File: src/rtl/ewr_pkg.sv
package ewr_pkg;

    typedef enum logic [2:0] {
        ST_INHIBIT,
        ST_IDLE,
        ST_FETCH,
        ST_SETUP,
        ST_WE_LOW,
        ST_WE_HIGH,
        ST_PROG,
        ST_DONE
    } ewr_state_e;

endpackage

File: src/rtl/ewr_timer.sv
module ewr_timer #(
    parameter int unsigned TW      = 8,
    parameter logic [TW-1:0] RST_VAL = '0
) (
    input  logic          clk,
    input  logic          rst_n,
    input  logic          load,
    input  logic [TW-1:0] load_val,
    output logic          expired
);

    logic [TW-1:0] cnt;

    always_ff @(posedge clk) begin
        if (!rst_n) begin
            cnt <= RST_VAL;
        end else if (load) begin
            cnt <= load_val;
        end else if (cnt != '0) begin
            cnt <= cnt - 1'b1;
        end
    end

    assign expired = (cnt == '0);


    timer_no_wrap_chk: assert property (@(posedge clk) disable iff (!rst_n)
        (!load && $past(cnt) == '0 && $past(!load)) |-> (cnt == '0));

endmodule

File: src/rtl/ewr_addr_track.sv
module ewr_addr_track #(
    parameter int unsigned ADDR_W     = 13,
    parameter int unsigned CNT_W      = 9,
    parameter int unsigned PAGE_BYTES = 32
) (
    input  logic              clk,
    input  logic              rst_n,
    input  logic              start,
    input  logic [ADDR_W-1:0] start_addr,
    input  logic [CNT_W-1:0]  start_count,
    input  logic              step,
    output logic [ADDR_W-1:0] cur_addr,
    output logic              last_byte,
    output logic              page_end,
    output logic              empty
);

    localparam int unsigned PW = (PAGE_BYTES > 1) ? $clog2(PAGE_BYTES) : 1;

    logic [CNT_W-1:0] remaining;

    always_ff @(posedge clk) begin
        if (!rst_n) begin
            cur_addr  <= '0;
            remaining <= '0;
        end else if (start) begin
            cur_addr  <= start_addr;
            remaining <= start_count;
        end else if (step) begin
            cur_addr  <= cur_addr + 1'b1;
            remaining <= remaining - 1'b1;
        end
    end

    assign last_byte = (remaining == CNT_W'(1));
    assign empty     = (remaining == '0);

    generate
        if (PAGE_BYTES > 1) begin : g_paged
            assign page_end = &cur_addr[PW-1:0];
        end else begin : g_single
            assign page_end = 1'b1;
        end
    endgenerate


    step_nonempty_chk: assert property (@(posedge clk) disable iff (!rst_n)
        step |-> !empty);


    addr_advance_chk: assert property (@(posedge clk) disable iff (!rst_n)
        (step && !start) |=> (cur_addr == $past(cur_addr) + 1'b1));

endmodule

File: src/rtl/eeprom_page_writer.sv
module eeprom_page_writer
    import ewr_pkg::*;
#(
    parameter int unsigned CLK_PS      = 4000,
    parameter int unsigned ADDR_W      = 13,
    parameter int unsigned LEN_W       = 8,
    parameter int unsigned PAGE_BYTES  = 32,
    parameter int unsigned WE_LOW_CYC  = (110000 + CLK_PS - 1) / CLK_PS,
    parameter int unsigned WE_HIGH_CYC = (20000 + CLK_PS - 1) / CLK_PS,
    parameter int unsigned PROG_CYC    = int'((64'd5000000000 + 64'(CLK_PS) - 64'd1) / 64'(CLK_PS)),
    parameter int unsigned INHIBIT_CYC = int'((64'd10000000000 + 64'(CLK_PS) - 64'd1) / 64'(CLK_PS))
) (
    input  logic              clk,
    input  logic              rst_n,
    input  logic              req_valid,
    output logic              req_ready,
    input  logic [ADDR_W-1:0] req_addr,
    input  logic [LEN_W-1:0]  req_len,
    input  logic              wr_valid,
    output logic              wr_ready,
    input  logic [7:0]        wr_data,
    output logic              done,
    output logic              ee_ce_n,
    output logic              ee_we_n,
    output logic              ee_oe_n,
    output logic [ADDR_W-1:0] ee_addr,
    output logic [7:0]        ee_data,
    output logic              ee_data_oe
);

    localparam int unsigned CNT_W = LEN_W + 1;
    localparam int unsigned MAX_A = (INHIBIT_CYC > PROG_CYC) ? INHIBIT_CYC : PROG_CYC;
    localparam int unsigned MAX_B = (WE_LOW_CYC > WE_HIGH_CYC) ? WE_LOW_CYC : WE_HIGH_CYC;
    localparam int unsigned MAX_C = (MAX_A > MAX_B) ? MAX_A : MAX_B;
    localparam int unsigned TW    = $clog2(MAX_C + 1);

    ewr_state_e state, state_nx;

    logic          tmr_load;
    logic [TW-1:0] tmr_val;
    logic          tmr_done;
    logic          trk_start;
    logic          trk_step;
    logic          last_byte;
    logic          page_end;
    logic          trk_empty;
    logic [7:0]    data_q;
    logic          drive;

    ewr_timer #(
        .TW      (TW),
        .RST_VAL (TW'(INHIBIT_CYC - 1))
    ) u_timer (
        .clk      (clk),
        .rst_n    (rst_n),
        .load     (tmr_load),
        .load_val (tmr_val),
        .expired  (tmr_done)
    );

    ewr_addr_track #(
        .ADDR_W     (ADDR_W),
        .CNT_W      (CNT_W),
        .PAGE_BYTES (PAGE_BYTES)
    ) u_track (
        .clk         (clk),
        .rst_n       (rst_n),
        .start       (trk_start),
        .start_addr  (req_addr),
        .start_count (CNT_W'(req_len) + 1'b1),
        .step        (trk_step),
        .cur_addr    (ee_addr),
        .last_byte   (last_byte),
        .page_end    (page_end),
        .empty       (trk_empty)
    );

    always_ff @(posedge clk) begin
        if (!rst_n) begin
            state <= ST_INHIBIT;
        end else begin
            state <= state_nx;
        end
    end

    always_ff @(posedge clk) begin
        if (!rst_n) begin
            data_q <= '0;
        end else if (wr_valid && wr_ready) begin
            data_q <= wr_data;
        end
    end

    always_comb begin
        state_nx  = state;
        tmr_load  = 1'b0;
        tmr_val   = '0;
        trk_start = 1'b0;
        trk_step  = 1'b0;
        unique case (state)
            ST_INHIBIT: begin
                if (tmr_done) state_nx = ST_IDLE;
            end
            ST_IDLE: begin
                if (req_valid) begin
                    trk_start = 1'b1;
                    state_nx  = ST_FETCH;
                end
            end
            ST_FETCH: begin
                if (wr_valid) state_nx = ST_SETUP;
            end
            ST_SETUP: begin
                tmr_load = 1'b1;
                tmr_val  = TW'(WE_LOW_CYC - 1);
                state_nx = ST_WE_LOW;
            end
            ST_WE_LOW: begin
                if (tmr_done) begin
                    tmr_load = 1'b1;
                    tmr_val  = TW'(WE_HIGH_CYC - 1);
                    state_nx = ST_WE_HIGH;
                end
            end
            ST_WE_HIGH: begin
                if (tmr_done) begin
                    trk_step = 1'b1;
                    if (last_byte || page_end) begin
                        tmr_load = 1'b1;
                        tmr_val  = TW'(PROG_CYC - 1);
                        state_nx = ST_PROG;
                    end else begin
                        state_nx = ST_FETCH;
                    end
                end
            end
            ST_PROG: begin
                if (tmr_done) state_nx = trk_empty ? ST_DONE : ST_FETCH;
            end
            ST_DONE: begin
                state_nx = ST_IDLE;
            end
            default: state_nx = ST_INHIBIT;
        endcase
    end

    always_comb begin
        drive      = (state == ST_SETUP) || (state == ST_WE_LOW) || (state == ST_WE_HIGH);
        req_ready  = (state == ST_IDLE);
        wr_ready   = (state == ST_FETCH);
        done       = (state == ST_DONE);
        ee_ce_n    = !drive;
        ee_we_n    = (state != ST_WE_LOW);
        ee_oe_n    = 1'b1;
        ee_data_oe = drive;
        ee_data    = data_q;
    end

    logic [15:0] we_low_len;

    always_ff @(posedge clk) begin
        if (!rst_n) begin
            we_low_len <= '0;
        end else if (!ee_we_n) begin
            we_low_len <= we_low_len + 1'b1;
        end else begin
            we_low_len <= '0;
        end
    end


    we_fall_ce_chk: assert property (@(posedge clk) disable iff (!rst_n)
        $fell(ee_we_n) |-> !ee_ce_n);


    we_low_stable_chk: assert property (@(posedge clk) disable iff (!rst_n)
        (!ee_we_n && $past(!ee_we_n)) |-> ($stable(ee_addr) && $stable(ee_data)));


    we_width_chk: assert property (@(posedge clk) disable iff (!rst_n)
        $rose(ee_we_n) |-> (we_low_len == 16'(WE_LOW_CYC)));


    we_hold_chk: assert property (@(posedge clk) disable iff (!rst_n)
        $rose(ee_we_n) |=> ($stable(ee_addr) && !ee_ce_n));


    done_single_chk: assert property (@(posedge clk) disable iff (!rst_n)
        done |=> (!done && req_ready));


    accept_busy_chk: assert property (@(posedge clk) disable iff (!rst_n)
        (req_valid && req_ready) |=> !req_ready);

endmodule

File: config.mk
export PLATFORM = sky130hd
export DESIGN_NAME = eeprom_page_writer
export DESIGN_NICKNAME = d
export VERILOG_FILES = /design/src/rtl/ewr_pkg.sv /design/src/rtl/ewr_timer.sv /design/src/rtl/ewr_addr_track.sv /design/src/rtl/eeprom_page_writer.sv
export SDC_FILE = /design/constraint.sdc
export NUM_CORES = 1
export LEC_CHECK = 0
export CAP_MARGIN = 20
export CORE_MARGIN = 3
export CORE_UTILIZATION = 50
export DETAILED_ROUTE_END_ITERATION = 10
export PLACE_DENSITY = 0.79
export SYNTH_ARGS = -nofsm -noshare
export SYNTH_HDL_FRONTEND = slang
export SYNTH_SLANG_ARGS = --single-unit
File: constraint.sdc
create_clock -name clk -period 5.1 [get_ports clk]
set_input_delay 0.51 -clock clk [delete_from_list [all_inputs] [get_ports clk]]
set_output_delay 0.51 -clock clk [all_outputs]
set_load 0.01 [all_outputs]
==> out/results.tsv <==
stage	metric	value	unit
cts	hold_buffers	0	
power_and_ir_drop	ir_drop	0.192	mV
cts	cts_tree	built	
timing	clock_skew	0.0169	ns
timing	finalCriticalPeriod	3.09	ns
detailed_routing	ant_nets	0	
timing	final.period_utilization	60.5	%
placement	hpwlAfterDp	5060	um
cts	cts_buffer_depth	2	
layout	fillers	500	
detailed_routing	finalWirelength	7030	um
timing	finalSetupViolations	0	
synthesis	ys_ff_latch	55	
synthesis	synthXorXnorAreaFrac	11.6	%
floorplan	rows	27	
grt	grt_pass1_wl	12000	um
worst_setup_path	cp-end-kind	register	
synthesis	yosys.area.top_type	dfxtp_1	
cts	clkSinkCount	55	
worst_setup_path	cp.required	5.33	ns
synthesis	ys.flop_type	dfxtp_1	
synthesis	synthMuxAreaShare	0.992	%
cts	cts-resized-gates	0	
min_path	hold_path_end	ee_data[7]	
floorplan	die-area	7030	um^2
grt	antenna_found_initial	0	
synthesis	synth_top_area_share	36.4	%
floorplan	ios	61	
synthesis	synth_fa_ha_area_share	4.55	%
synthesis	yosysWarnings	0	
power_and_ir_drop	power.density	279	nW/um^2
synthesis	synth_area	3030	um^2
cts	numCtsBuffers	5	
cts	clock_latency	0.32	ns
grt	grt_max_degree	44	
timing	grt_setup_unrepaired	false	
min_path	hold_depth	2	
layout	drive_gt1_share	5.36	%
detailed_routing	num_vias	2797	
grt	first_global_vias	2750	
placement	io_buffer_count	59	
cts	clk_pin_slew	0.10	ns
synthesis	synthSimpleGateAreaFrac	27.2	%
detailed_routing	vias_per_cell	5.58	
synthesis	synth_fp_nets	418	
placement	place_congestion	0.832	
synthesis	synth.avg_cell_area	8.10	um^2
timing	worst_pin_slew	0.997	ns
synthesis	synthArstFlopShare	0	%
worst_setup_path	critPathKind	reg2reg	
timing	worst_slew_margin_rel	33.3	%
timing	drv_slew	0	
grt	overflow	0	
synthesis	netlist_instances	374	
worst_setup_path	rrSetupSlack	2.01	ns
detailed_routing	drtPass1Iterations	4	
grt	grt_usage	20.2	%
synthesis	synth_top_family_by_area	simple AND/OR/NAND/NOR gates	
timing	final.setup.tns	0	ns
worst_setup_path	r2r-start	u_timer.cnt[0]	
detailed_routing	routedWlPerCell	14.0	um
min_path	hold_path_startpoint	ee_data[7]	
floorplan	core	5680	um^2
synthesis	synthTopCellsByArea	dfxtp_1, xor2_1, a21oi_1	
worst_setup_path	ff2ff_path_depth	8	
detailed_routing	drc	0	
timing	hold_viol_final	0	
min_path	hold_path_class	reg2reg	
power_and_ir_drop	power.leakage	0.00134	uW
worst_setup_path	arrival	3.32	ns
floorplan	die_h	83.8	um
worst_setup_path	reg2reg_to	u_track.cur_addr[3]	
job	max_cap_viol_count	0	
power_and_ir_drop	total_power	1050	uW
worst_setup_path	critPathMaxFanout	15	
synthesis	yosys-top-cells-count	dfxtp_1, nand2_1, a21oi_1	
layout	antennaDiodeCount	0	
synthesis	synth_compound_area_share	15.8	%
floorplan	start_util	53.4	%
detailed_routing	drt-initial-drc-count	186	
cts	cts_setup_buffers	0	
worst_setup_path	start_kind	register	
timing	fmax	324	MHz
synthesis	ys_types	51	
synthesis	synth_edf_count	0	
synthesis	synth.most_common_cell	dfxtp_1	
synthesis	ys_seq_area_share	36.4	%
outcome	status	finished clean	
layout	area_delta_synth_final	23.8	%
floorplan	die_width	83.8	um
cts	cts_root_buf	clkbuf_8	
layout	nets	472	
cts	h-tree-depth	2	
==> state kept, by name (all words and copies together), names as in the netlist <==
signal	flops
state	3
u_timer.cnt	22
u_track.remaining	9
u_track.cur_addr	13
ee_data	8
==> worst max-delay path by stage <==
| stage | start | end | cells past startpoint |
|---|---|---|---|
| detailed placement | u_timer.cnt[0] | u_track.cur_addr[3] | 8 |
| global placement | u_timer.cnt[0] | u_track.cur_addr[3] | 8 |
| finish | u_timer.cnt[0] | u_track.cur_addr[3] | 8 |
| floorplan | u_timer.cnt[0] | u_track.cur_addr[12] | 8 |
| CTS | u_timer.cnt[0] | u_track.cur_addr[3] | 8 |
| global route | u_timer.cnt[0] | u_track.cur_addr[3] | 8 |
==> layer usage <==
| layer | vias to the layer above | GRT usage, % | part of all wire (%) |
|---|---|---|---|
| li1 | 1423 | - | - |
| met5 | - | 0 | 0 |
| met4 | 0 | 4.39 | 0.84 |
| met2 | 82 | 34.6 | 47 |
| met3 | 6 | 5.73 | 6.3 |
| met1 | 1286 | 25.1 | 46 |
==> metrics by stage <==
| stage | instances | area (um^2) | utilization [%] | setup slack [ns] | hold WS [ns] |
|---|---|---|---|---|---|
| 2_1_floorplan | 374 | 3030 | - | 2.97 | 0.480 |
| 3_3_place_gp | 493 | 3660 | 64.5 | 2.19 | 0.443 |
| 5_1_grt | 501 | 3750 | 66.0 | 1.58 | 0.487 |
| 3_5_place_dp | 493 | 3660 | 64.5 | 2.11 | 0.448 |
| 6_report | 501 | 3750 | 66.0 | 2.01 | 0.463 |
| 4_1_cts | 501 | 3750 | 66.0 | 2.07 | 0.464 |
==> where the power goes <==
part           internal [uW]  switching (uW)  total, uW
Combinational            143             144        287
Clock                   96.5             146        243
Sequential               472            44.2        517
Total                    712             334       1050
==> critical path: stages, from the launching register on <==
cell,delay [ns]
dfxtp_1,0.35
inv_1,0.08
ha_1,0.18
nor3b_1,0.66
nand4_1,0.30
nor2_1,0.82
nand4_1,0.22
xor2_1,0.19
a211oi_1,0.21
==> area by class of cell <==
cell class              count  area (um^2)  area share (%)
clock buffers               6         72.6            1.94
flip-flops and latches     55         1100            29.4
multi-input cells         294         1820            48.7
repair buffers             61          606            16.2
well taps                  72         90.1            2.40
clock inverters             2         12.5           0.334
inverters                  11         41.3            1.10
==> logic make-up (layout without fill, tap and decap cells) <==
family                   after synthesis  in the layout
buffers and inverters                 25             80
AO/OA/AOI/OAI                         85             85
other                                  1              1
AND/OR/NAND/NOR                      154            154
XOR/XNOR                              40             40
multiplexers                           3              3
flip-flops                            55             55
adder cells (fa/ha/maj)               11             11
==> layout by cell type (no fill, tap or decap), types with 3 or more instances in the layout <==
| cell | instances |
|---|---|
| clkdlybuf4s50_1 | 59 |
| dfxtp_1 | 55 |
| nand2_1 | 49 |
| a21oi_1 | 37 |
| nor2_1 | 29 |
| o21ai_0 | 28 |
| nand3_1 | 23 |
| xor2_1 | 22 |
| xnor2_1 | 18 |
| inv_1 | 11 |
| ha_1 | 11 |
| nor3_1 | 8 |
| nor4_1 | 7 |
| a211oi_1 | 5 |
| clkbuf_8 | 5 |
| nand4_1 | 4 |
| nor2_2 | 4 |
| nor2b_1 | 3 |
| and2_1 | 3 |
| nand3b_1 | 3 |
| and3_1 | 3 |
| mux2i_1 | 3 |
Note: power is estimated with default switching activity, not from simulation.
